==> config.mk <==
export PLATFORM = sky130hd
export DESIGN_NAME = wt_dcache
export DESIGN_NICKNAME = d
export VERILOG_FILES = /design/src/rtl/wtc_pkg.sv /design/src/rtl/wtc_tag_store.sv /design/src/rtl/wtc_data_store.sv /design/src/rtl/wtc_ctrl.sv /design/src/rtl/wt_dcache.sv
export SDC_FILE = /design/constraint.sdc
export NUM_CORES = 1
export LEC_CHECK = 0
export BUFFER_PORTS_ARGS = -buffer_cell sky130_fd_sc_hd__buf_2
export CORE_MARGIN = 5
export CORE_UTILIZATION = 65
export DETAILED_ROUTE_END_ITERATION = 16
export GPL_ROUTABILITY_DRIVEN = 0
export MAX_ROUTING_LAYER = met4
export PLACE_DENSITY = 0.95
export SETUP_SLACK_MARGIN = 0.2
export SLEW_MARGIN = 15
export SYNTH_ARGS = -nofsm -noshare
export SYNTH_HDL_FRONTEND = slang
export SYNTH_SLANG_ARGS = --single-unit
==> constraint.sdc <==
create_clock -name clk -period 7.1 [get_ports clk]
set_input_delay 1.42 -clock clk [delete_from_list [all_inputs] [get_ports clk]]
set_output_delay 1.42 -clock clk [all_outputs]
set_load 0.005 [all_outputs]
==> src/rtl/wtc_pkg.sv <==
package wtc_pkg;

  typedef enum logic [1:0] {
    OP_READ  = 2'd0,
    OP_WRITE = 2'd1,
    OP_INVAL = 2'd2,
    OP_NONE  = 2'd3
  } wtc_op_e;

  typedef enum logic [2:0] {
    ST_IDLE,
    ST_DRAIN,
    ST_REQ,
    ST_RECV,
    ST_RESP
  } wtc_state_e;

endpackage

==> src/rtl/wtc_tag_store.sv <==
module wtc_tag_store #(
  parameter int LINES = 8,
  parameter int TB    = 25,
  localparam int IB   = $clog2(LINES)
) (
  input  logic          clk,
  input  logic          rst_n,
  input  logic [IB-1:0] lk_idx,
  input  logic [TB-1:0] lk_tag,
  output logic          lk_hit,
  input  logic          inval_en,
  input  logic [IB-1:0] inval_idx,
  input  logic          fill_en,
  input  logic [IB-1:0] fill_idx,
  input  logic [TB-1:0] fill_tag
);

  logic [LINES-1:0] valid_vec;
  logic [LINES-1:0] hit_vec;

  for (genvar l = 0; l < LINES; l++) begin : g_line
    logic          v_q;
    logic          v_d;
    logic          v_en;
    logic [TB-1:0] t_q;
    logic          set_l;
    logic          clr_l;

    always_comb begin
      set_l = fill_en  && (fill_idx  == IB'(l));
      clr_l = inval_en && (inval_idx == IB'(l));
      v_en  = set_l || clr_l;
      v_d   = set_l;
    end

    always_ff @(posedge clk or negedge rst_n) begin
      if (!rst_n) begin
        v_q <= 1'b0;
      end else if (v_en) begin
        v_q <= v_d;
      end
    end

    always_ff @(posedge clk) begin
      if (set_l) begin
        t_q <= fill_tag;
      end
    end

    assign valid_vec[l] = v_q;
    assign hit_vec[l]   = v_q && (t_q == lk_tag) && (lk_idx == IB'(l));
  end

  assign lk_hit = |hit_vec;

  // a completed refill leaves its line valid
  p_fill_sets_valid_r3: assert property (@(posedge clk) disable iff (!rst_n)
    fill_en |=> valid_vec[$past(fill_idx)]);

  // an invalidate leaves the addressed line invalid
  p_inval_clears_r8: assert property (@(posedge clk) disable iff (!rst_n)
    (inval_en && !fill_en) |=> !valid_vec[$past(inval_idx)]);

  // coming out of reset no line is valid
  p_reset_empty_r1: assert property (@(posedge clk) disable iff (!rst_n)
    $rose(rst_n) |-> (valid_vec == '0));

endmodule

==> src/rtl/wtc_data_store.sv <==
module wtc_data_store #(
  parameter int LINES = 8,
  parameter int WORDS = 4,
  parameter int DW    = 32,
  localparam int IB   = $clog2(LINES),
  localparam int WB   = $clog2(WORDS),
  localparam int ENTRIES = LINES * WORDS
) (
  input  logic          clk,
  input  logic [IB-1:0] rd_idx,
  input  logic [WB-1:0] rd_word,
  output logic [DW-1:0] rd_data,
  input  logic          wr_en,
  input  logic [IB-1:0] wr_idx,
  input  logic [WB-1:0] wr_word,
  input  logic [DW-1:0] wr_data
);

  logic [DW-1:0] mem_q [ENTRIES];
  logic [IB+WB-1:0] rd_sel;
  logic [IB+WB-1:0] wr_sel;

  assign rd_sel  = {rd_idx, rd_word};
  assign wr_sel  = {wr_idx, wr_word};
  assign rd_data = mem_q[rd_sel];

  always_ff @(posedge clk) begin
    if (wr_en) begin
      mem_q[wr_sel] <= wr_data;
    end
  end

endmodule

==> src/rtl/wtc_ctrl.sv <==
module wtc_ctrl
  import wtc_pkg::*;
#(
  parameter int LINES = 8,
  parameter int WORDS = 4,
  parameter int DW    = 32,
  localparam int OFFB = 2,
  localparam int IB   = $clog2(LINES),
  localparam int WB   = $clog2(WORDS),
  localparam int TB   = 32 - OFFB - WB - IB,
  localparam logic [31:0] WORD_MASK = ~32'(3),
  localparam logic [31:0] LINE_MASK = ~32'((1 << (OFFB + WB)) - 1)
) (
  input  logic          clk,
  input  logic          rst_n,
  input  logic          cpu_req,
  input  wtc_op_e       cpu_op,
  input  logic [31:0]   cpu_addr,
  input  logic          cpu_uncached,
  input  logic          lk_hit,
  input  logic          wb_full,
  input  logic          wb_idle,
  input  logic          mem_ack,
  input  logic          mem_rvalid,
  input  logic [DW-1:0] mem_rdata,
  output logic          cpu_stall,
  output logic          sel_hold,
  output logic [DW-1:0] hold_data,
  output logic          wb_push,
  output logic          hit_we,
  output logic          fill_we,
  output logic          fill_done,
  output logic [IB-1:0] fill_idx,
  output logic [TB-1:0] fill_tag,
  output logic [WB-1:0] fill_word,
  output logic          inval_en,
  output logic          mem_req,
  output logic [31:0]   mem_addr,
  output logic          mem_burst
);

  localparam logic [WB-1:0] LAST_WORD = WB'(WORDS - 1);

  wtc_state_e    state_q, state_d;
  logic [31:0]   miss_q;
  logic          unc_q;
  logic          miss_en;
  logic [WB-1:0] cnt_q, cnt_d;
  logic          cnt_en;
  logic [DW-1:0] hold_q;
  logic          hold_en;

  // next-state and output decode
  always_comb begin
    state_d   = state_q;
    cpu_stall = 1'b1;
    sel_hold  = 1'b0;
    wb_push   = 1'b0;
    hit_we    = 1'b0;
    fill_we   = 1'b0;
    fill_done = 1'b0;
    inval_en  = 1'b0;
    mem_req   = 1'b0;
    miss_en   = 1'b0;
    hold_en   = 1'b0;
    cnt_en    = 1'b0;
    cnt_d     = cnt_q;
    unique case (state_q)
      ST_IDLE: begin
        cpu_stall = 1'b0;
        if (cpu_req) begin
          unique case (cpu_op)
            OP_READ: begin
              if (cpu_uncached || !lk_hit) begin
                cpu_stall = 1'b1;
                miss_en   = 1'b1;
                state_d   = ST_DRAIN;
              end
            end
            OP_WRITE: begin
              if (wb_full) begin
                cpu_stall = 1'b1;
              end else begin
                wb_push = 1'b1;
                hit_we  = !cpu_uncached && lk_hit;
              end
            end
            OP_INVAL: inval_en = 1'b1;
            default: ;
          endcase
        end
      end
      ST_DRAIN: begin
        if (wb_idle) state_d = ST_REQ;
      end
      ST_REQ: begin
        mem_req = 1'b1;
        if (mem_ack) begin
          state_d = ST_RECV;
          cnt_en  = 1'b1;
          cnt_d   = '0;
        end
      end
      ST_RECV: begin
        if (mem_rvalid) begin
          if (unc_q) begin
            hold_en = 1'b1;
            state_d = ST_RESP;
          end else begin
            fill_we = 1'b1;
            cnt_en  = 1'b1;
            cnt_d   = cnt_q + 1'b1;
            if (cnt_q == LAST_WORD) begin
              fill_done = 1'b1;
              state_d   = ST_IDLE;
            end
          end
        end
      end
      ST_RESP: begin
        cpu_stall = 1'b0;
        sel_hold  = 1'b1;
        state_d   = ST_IDLE;
      end
      default: state_d = ST_IDLE;
    endcase
  end

  always_ff @(posedge clk or negedge rst_n) begin
    if (!rst_n) begin
      state_q <= ST_IDLE;
    end else begin
      state_q <= state_d;
    end
  end

  always_ff @(posedge clk or negedge rst_n) begin
    if (!rst_n) begin
      cnt_q <= '0;
    end else if (cnt_en) begin
      cnt_q <= cnt_d;
    end
  end

  always_ff @(posedge clk) begin
    if (miss_en) begin
      miss_q <= cpu_addr;
      unc_q  <= cpu_uncached;
    end
  end

  always_ff @(posedge clk) begin
    if (hold_en) begin
      hold_q <= mem_rdata;
    end
  end

  assign hold_data = hold_q;
  assign fill_idx  = miss_q[OFFB+WB +: IB];
  assign fill_tag  = miss_q[31 -: TB];
  assign fill_word = cnt_q;
  assign mem_burst = !unc_q;
  assign mem_addr  = unc_q ? (miss_q & WORD_MASK) : (miss_q & LINE_MASK);

  // a bus request is held with a stable address until accepted
  p_req_held_r3: assert property (@(posedge clk) disable iff (!rst_n)
    (mem_req && !mem_ack) |=> (mem_req && $stable(mem_addr) && $stable(mem_burst)));

  // a read reaches the bus only after the write buffer reported idle
  p_drain_first_r9: assert property (@(posedge clk) disable iff (!rst_n)
    $rose(mem_req) |-> $past(wb_idle));

  // no new request while beats of the accepted one are still arriving
  p_one_txn_r10: assert property (@(posedge clk) disable iff (!rst_n)
    mem_rvalid |-> !mem_req);

endmodule

==> src/rtl/wt_dcache.sv <==
module wt_dcache
  import wtc_pkg::*;
#(
  parameter int LINES = 8,
  parameter int WORDS = 4,
  localparam int DW   = 32,
  localparam int OFFB = 2,
  localparam int IB   = $clog2(LINES),
  localparam int WB   = $clog2(WORDS),
  localparam int TB   = 32 - OFFB - WB - IB
) (
  input  logic          clk,
  input  logic          rst_n,
  input  logic          cpu_req,
  input  logic [1:0]    cpu_op,
  input  logic [31:0]   cpu_addr,
  input  logic [DW-1:0] cpu_wdata,
  input  logic          cpu_uncached,
  output logic [DW-1:0] cpu_rdata,
  output logic          cpu_stall,
  output logic          wb_push,
  output logic [31:0]   wb_addr,
  output logic [DW-1:0] wb_wdata,
  input  logic          wb_full,
  input  logic          wb_idle,
  output logic          mem_req,
  output logic [31:0]   mem_addr,
  output logic          mem_burst,
  input  logic          mem_ack,
  input  logic          mem_rvalid,
  input  logic [DW-1:0] mem_rdata
);

  wtc_op_e       op;
  logic [IB-1:0] cpu_idx;
  logic [WB-1:0] cpu_word;
  logic [TB-1:0] cpu_tag;
  logic          lk_hit;
  logic          sel_hold;
  logic [DW-1:0] hold_data;
  logic [DW-1:0] arr_rdata;
  logic          hit_we;
  logic          fill_we;
  logic          fill_done;
  logic [IB-1:0] fill_idx;
  logic [TB-1:0] fill_tag;
  logic [WB-1:0] fill_word;
  logic          inval_en;
  logic          arr_we;
  logic [IB-1:0] arr_widx;
  logic [WB-1:0] arr_wword;
  logic [DW-1:0] arr_wdata;

  assign op       = wtc_op_e'(cpu_op);
  assign cpu_word = cpu_addr[OFFB +: WB];
  assign cpu_idx  = cpu_addr[OFFB+WB +: IB];
  assign cpu_tag  = cpu_addr[31 -: TB];

  wtc_ctrl #(.LINES(LINES), .WORDS(WORDS), .DW(DW)) u_ctrl (
    .clk          (clk),
    .rst_n        (rst_n),
    .cpu_req      (cpu_req),
    .cpu_op       (op),
    .cpu_addr     (cpu_addr),
    .cpu_uncached (cpu_uncached),
    .lk_hit       (lk_hit),
    .wb_full      (wb_full),
    .wb_idle      (wb_idle),
    .mem_ack      (mem_ack),
    .mem_rvalid   (mem_rvalid),
    .mem_rdata    (mem_rdata),
    .cpu_stall    (cpu_stall),
    .sel_hold     (sel_hold),
    .hold_data    (hold_data),
    .wb_push      (wb_push),
    .hit_we       (hit_we),
    .fill_we      (fill_we),
    .fill_done    (fill_done),
    .fill_idx     (fill_idx),
    .fill_tag     (fill_tag),
    .fill_word    (fill_word),
    .inval_en     (inval_en),
    .mem_req      (mem_req),
    .mem_addr     (mem_addr),
    .mem_burst    (mem_burst)
  );

  wtc_tag_store #(.LINES(LINES), .TB(TB)) u_tags (
    .clk       (clk),
    .rst_n     (rst_n),
    .lk_idx    (cpu_idx),
    .lk_tag    (cpu_tag),
    .lk_hit    (lk_hit),
    .inval_en  (inval_en),
    .inval_idx (cpu_idx),
    .fill_en   (fill_done),
    .fill_idx  (fill_idx),
    .fill_tag  (fill_tag)
  );

  // one array write port: refill beats and write hits never coincide
  always_comb begin
    arr_we    = fill_we || hit_we;
    arr_widx  = fill_we ? fill_idx  : cpu_idx;
    arr_wword = fill_we ? fill_word : cpu_word;
    arr_wdata = fill_we ? mem_rdata : cpu_wdata;
  end

  wtc_data_store #(.LINES(LINES), .WORDS(WORDS), .DW(DW)) u_data (
    .clk     (clk),
    .rd_idx  (cpu_idx),
    .rd_word (cpu_word),
    .rd_data (arr_rdata),
    .wr_en   (arr_we),
    .wr_idx  (arr_widx),
    .wr_word (arr_wword),
    .wr_data (arr_wdata)
  );

  assign cpu_rdata = sel_hold ? hold_data : arr_rdata;
  assign wb_addr   = cpu_addr;
  assign wb_wdata  = cpu_wdata;

  // a cached read released from the array must be a hit
  p_cached_read_hits_r2: assert property (@(posedge clk) disable iff (!rst_n)
    (cpu_req && op == OP_READ && !cpu_uncached && !cpu_stall && !sel_hold) |-> lk_hit);

  // nothing is pushed into a full buffer
  p_no_push_full_r7: assert property (@(posedge clk) disable iff (!rst_n)
    wb_push |-> !wb_full);

  // only write requests reach the write buffer
  p_push_is_write_r6: assert property (@(posedge clk) disable iff (!rst_n)
    wb_push |-> (cpu_req && op == OP_WRITE));

endmodule

### Word-level counts from Yosys, hierarchy flattened

Memories as Yosys holds them, arrays and structs flattened.
Cells that the tools add are included.

| word-level totals | value |
|---|---|
| memories | 1 |
| bits in writable memories | 1,024 |
| register bits | 278 |

Memories:

| name | depth | width | rd ports | clocked after Yosys merged registers in | wr ports | RTL line | text |
|---|---|---|---|---|---|---|---|
| u_data.mem_q | 32 | 32 | 1 | 0 | 1 | wtc_data_store.sv:19 | `logic [DW-1:0] mem_q [ENTRIES];` |

| cells by class | value |
|---|---|
| multiplexer cells | 53 |
| reduce and logical (&&, ||, !) cells | 54 |
| add/sub/neg operators | 1 |
| eq/ne operators | 37 |

Operators with widths:

| operator | count |
|---|---|
| $eq A25 B25 Y1 | 8 |
| $mux W32 | 2 |
| $logic_and A1 B1 Y1 | 33 |
| $mux W1 | 32 |
| $eq A3 B3 Y1 const B | 9 |
| $mux W3 | 9 |
| $eq A3 B2 Y1 const B | 6 |
| $ne A2 B2 Y1 const B | 6 |
| $pmux W3 S4 | 1 |
| $logic_or A1 B1 Y1 | 10 |
| $eq A3 B1 Y1 const B | 3 |
| $logic_not A3 Y1 | 3 |
| $mux W2 | 4 |
| $reduce_or A8 Y1 | 1 |
| $reduce_and A7 Y1 | 1 |
| $pmux W1 S2 | 3 |
| $reduce_and A5 Y1 | 1 |
| $eq A2 B2 Y1 const B | 2 |
| $mux W4 | 1 |
| $pmux W2 S2 | 1 |
| $logic_not A1 Y1 | 3 |
| $ne A3 B1 Y1 const B | 1 |
| $add A2 B1 Y2 const B | 1 |
| $eq A2 B1 Y1 const B | 1 |
| other kinds (3) | 3 |

### Longest topological paths before layout

| logic depth | value |
|---|---|
| word-level depth | 12 |
| gate-level depth with buffers | 10 |

### Modules after synthesis

A second synthesis with hierarchy kept.

| second synthesis, totals | value |
|---|---|
| cells, all modules | 3,091 |
| area total of the unflattened synthesis | 52,962.0 um^2 |

Modules (own cells, without submodules):

| module | area an instance (um^2) | cells an instance | sequential area each (um^2) | times used |
|---|---|---|---|---|
| wtc_data_store | 39,852.0 | 2,228 | 30,749.5 | 1 |
| wtc_tag_store | 8,912.3 | 549 | 6,206.0 | 1 |
| wtc_ctrl | 2,760.1 | 172 | 2,016.9 | 1 |
| wt_dcache | 1,437.6 | 142 | 0.0 | 1 |

### Worst setup path after synthesis

OpenSTA, ideal clock, no wires.

| timing path | value |
|---|---|
| kind | input to register |
| start | input port cpu_addr[12] |
| end | memory u_data.mem_q[11][0] (enable) |
| setup slack | 1.210 ns |
| data required time | 6.639 ns |
| buffers on the path | 2 |
| setup time | 0.461 ns |
| data arrival time | 5.429 ns |
| stages on the path | 9 |
| cell sequence | buf_2 -> xor2_1 -> or4_4 -> nor3_2 -> a22oi_2 -> a41oi_4 -> a32oi_4 -> buf_6 -> nor3_1 |

| on the way | value |
|---|---|
| word-level cells in the longest chain between the ends | 12 |
| elaborated cells between the ends (all ways) | 33 |
| classes of those cells | 8 x eq/ne; 6 x mux; 19 x reduce/logical |

RTL lines:

| element | RTL line | text |
|---|---|---|
| start, declared | wt_dcache.sv:16 | `input logic [31:0] cpu_addr,` |
| $eq A25 B25 Y1 | wtc_tag_store.sv:51 | `assign hit_vec[l] = v_q && (t_q == lk_tag) && (lk_idx == IB'(l));` |
| $logic_and A1 B1 Y1 (2 in series) | wtc_tag_store.sv:51 |  |
| $reduce_or A8 Y1 * | wtc_tag_store.sv:54 | `assign lk_hit = \|hit_vec;` |
| $logic_and A1 B1 Y1 * | wtc_ctrl.sv:85 | `hit_we = !cpu_uncached && lk_hit;` |
| $mux W1 * | wtc_ctrl.sv:81 | `if (wb_full) begin` |
| $mux W1 * | wtc_ctrl.sv:72 | `unique case (cpu_op)` |
| $mux W1 * | wtc_ctrl.sv:71 | `if (cpu_req) begin` |
| $mux W1 * | wtc_ctrl.sv:68 | `unique case (state_q)` |
| $logic_or A1 B1 Y1 * | wt_dcache.sv:103 | `arr_we = fill_we \|\| hit_we;` |
| $mux W1 * | wtc_data_store.sv:28 | `if (wr_en) begin` |
| $mux W1 (implied by the code) * | wtc_data_store.sv:29 | `mem_q[wr_sel] <= wr_data;` |
| end, declared | wtc_data_store.sv:19 |  |

Every way passes the cells marked *; elsewhere a longest branch is shown, timed or not.

### Worst setup path in the final report

| timing path | value |
|---|---|
| start | input port cpu_addr[2] |
| end | output port cpu_rdata[27] |

| on the way | value |
|---|---|
| word-level cells in the longest chain between the ends | 2 |

RTL lines:

| element | RTL line | text |
|---|---|---|
| $mem_v2 Z32 W32 | - |  |
| $mux W32 | wt_dcache.sv:120 | `assign cpu_rdata = sel_hold ? hold_data : arr_rdata;` |
| end, declared | wt_dcache.sv:19 | `output logic [DW-1:0] cpu_rdata,` |

No other way between the ends.

==> run_results.csv <==
group,metric,value,unit
place,dp_hpwl,90.0,mm
sta,period_share,87.9,%
worst_hold_path,whs_path_depth,1,
pwr,p_per_area,289,nW/µm²
logic_synthesis,synth_most_common_cell,"edfxtp_1",
route,ant_nets,0,
logic_synthesis,synth-main-ff-cell,"edfxtp_1",
logic_synthesis,async_reset_ff_share,1.00,%
route,dr.pass1.iters,6,
job,cap_violations,0,
floorplanning,boundaryPins,238,
logic_synthesis,seq_area_frac_synth,75.6,%
sta,slew_violations,0,
logic_synthesis,synth_seq_cells,1300,
logic_synthesis,synth_area,51500,µm²
critical_path,r2r_end,"u_data.mem_q[5][20]",
floorplanning,die_x,292,µm
grt,grt_pass1_wl,231,mm
logic_synthesis,yosysWarnings,0,
route,met1_length,45.5,mm
critical_path,reg2reg_from,"u_tags.g_line[7].t_q[15]",
worst_hold_path,hold_path_class,"flip-flop to flip-flop",
clocking,numCtsBuffers,121,
sta,tns,0,ns
sta,hold_viol,0,
critical_path,crit_arrival,4.82,ns
floorplanning,die-area,85000,µm²
floorplanning,initial_core_util,65.4,%
pwr,cellLeakagePower,0.0185,µW
final_layout,drive_above_1_share,30.3,%
route,top_layer_used,"met4",
clocking,clkSinkCount,1300,
floorplanning,row_count,103,
clocking,cts_tree,"yes",
clocking,cts_resized,0,
logic_synthesis,netlist.area_leader.share,75.0,%
run_status,status,"complete, no violations",
critical_path,critPathLaunchType,"input pin",
clocking,clk_latency,0.75,ns
critical_path,rrSetupSlack,2.42,ns
clocking,cts_root_buffer,"clkbuf_16",
logic_synthesis,synth-edff-count,1287,
floorplanning,core-area,78700,µm²
sta,max_slew_margin,12.8,%
final_layout,regArea,39000,µm²
grt,antenna_found_initial,11,
route,wl_met2,79.0,mm
critical_path,r2r_cells,8,
logic_synthesis,yosysUniqueCellTypes,60,
route,post_drt_wl_per_cell,43.0,µm
grt,grt_overflow_total,0,
logic_synthesis,netlist_instances,2515,
route,vias,30318,
critical_path,cp_max_fo,56,
worst_hold_path,holdPathEnd,"u_ctrl.state_q[1]",
floorplanning,die_height,292,µm
clocking,htree_levels,3,
sta,setup_violations,0,
grt,grtUsageTotal,40.3,%
clocking,cts_hold_buf,0,
sta,finClkSkew,0.0805,ns
logic_synthesis,synth_area_leaders,"edfxtp_1, mux4_2, xnor2_1, buf_4, nand2_1",
worst_hold_path,worstHoldStart,"u_ctrl.state_q[2]",
clocking,clockBufferDepth,3,
logic_synthesis,synth_top_area_cell,"edfxtp_1",
clocking,post_cts_buffers,0,
critical_path,crit_type,"input pin to primary output",
place,numPortBuffers,231,
critical_path,critPathCaptureType,"primary output",
route,drtIter0Drc,6005,
final_layout,utilization,73.4,%
sta,fmax,160,MHz
final_layout,finalNetCount,2845,
pwr,peakVddDrop,0.000278,V
sta,worst_slew_pin_slew,1.31,ns
grt,grt_max_degree,107,
logic_synthesis,ys_top_cells_by_count,"edfxtp_1, mux4_2, xnor2_1, nand2_1, buf_4",
sta,holdWs,0.548,ns
route,vias_per_cell,7.76,
route,wl_met3,25.1,mm
route,finalWirelength,168,mm
route,drc,0,
final_layout,fill_cells,3847,
clocking,clkTransAtPathRegs,0.07,ns
logic_synthesis,synth_area_per_cell,20.5,µm²
sta,rsz0062_at_grt,"false",
critical_path,crit_required,5.68,ns
final_layout,multi_input_area,11500,µm²
grt,grt_pass1_vias,30085,
final_layout,area_delta_synth_final,12.2,%
sta,final.min_clock_period,6.24,ns
cell families (layout without fill, tap and decap cells):
| kind of cell | after synthesis | count (layout) | share of synthesized area [%] |
|---|---|---|---|
| fa+ha+maj | 1 | 1 | 0.0243 |
| mux | 324 | 324 | 13.6 |
| simple gates | 342 | 342 | 3.20 |
| xor+xnor | 200 | 200 | 3.40 |
| buf+inv | 233 | 558 | 2.60 |
| flops | 1300 | 1300 | 75.6 |
| compound gates | 114 | 114 | 1.52 |
| other cells | 1 | 16 | 0.00728 |
critical path, stage by stage:
cell and delay (ns):
buf_8 0.48, buf_12 0.41, mux4_2 0.61, nand2_1 0.11, a21oi_1 0.11, a21oi_1 0.22, a21oi_1 0.14, a21oi_1 0.85
a21oi_1 0.17, buf_2 0.17
layout by cell type, fill, tap and decap left out, types with 5 or more instances in the layout:
cell        count
mux2i_1        22
clkbuf_1       20
diode_2        14
nor2_1         48
o21ai_0        11
xnor2_1       197
clkbuf_16     121
nand4_1        50
nor2_2          7
nand2_1       133
clkinv_1       35
nor3_2         37
buf_4          80
nand2_2         7
nand3_1        10
a22oi_1         5
clkinvlp_4      8
inv_1          12
edfxtp_1     1287
dfrtp_1        13
buf_2         228
buf_12          8
nor3_1         16
a21oi_1        52
a31oi_2         6
nand2b_1        7
bufinv_16      15
mux4_2        302
nor4_1          6
clkinv_2       17
how the worst max path moves through the flow:
stage | start | end | slack (ns) | cells after the start
2_1_floorplan | cpu_addr[12] | u_data.mem_q[11][0] | 1.21 | 9
3_3_place_gp | cpu_addr[2] | cpu_rdata[31] | 1.43 | 10
3_5_place_dp | cpu_addr[2] | cpu_rdata[2] | 1.23 | 11
4_1_cts | cpu_addr[3] | cpu_rdata[10] | 1.17 | 7
5_1_grt | cpu_addr[2] | cpu_rdata[27] | 0.82 | 10
6_report | cpu_addr[2] | cpu_rdata[27] | 0.86 | 10
state kept, by name, summed over array words and instances, names as in the netlist:
| signal | cells |
|---|---|
| u_ctrl.unc_q | 1 |
| u_ctrl.state_q | 3 |
| u_tags.g_line.v_q | 8 |
| u_ctrl.miss_q | 30 |
| u_ctrl.fill_word | 2 |
| u_data.mem_q | 1024 |
| u_ctrl.hold_data | 32 |
| u_tags.g_line.t_q | 200 |
layer usage:
metal / GRT usage (%) / vias up
li1: - / 10544
met1: 45.6 / 14527
met2: 62.0 / 4020
met3: 11.8 / 1227
met4: 28.7 / 0
met5: - / -
cell type report:
cell class	instances	area share [%]
Antenna cell	14	0.0606
Clock inverter	85	1.59
Tap cell	1050	2.27
Multi-Input combinational cell	983	19.9
Inverter	13	0.0887
Timing Repair Buffer	319	3.36
Clock buffer	141	5.37
Sequential cell	1300	67.4
power by group:
part           switching (µW)  internal (µW)  leakage (µW)  total [µW]
registers                70.2           8690        0.0118        8760
clock network            3030           3690       0.00193        6720
logic                     872            375       0.00482        1250
total                    3970          12800        0.0185       16700
metrics by stage:
stage / setup WS, ns / area [µm²] / cells / total power, µW
final: 0.859 / 57800 / 3905 / 16700
after global routing: 0.819 / 57800 / 3903 / 17100
after CTS: 1.17 / 57700 / 3890 / 16600
after detailed placement: 1.23 / 53700 / 3664 / 10100
after global placement: 1.43 / 53700 / 3664 / 9940
after floorplan: 1.21 / 51500 / 2516 / 9590
(Power assumes the default switching activity.)
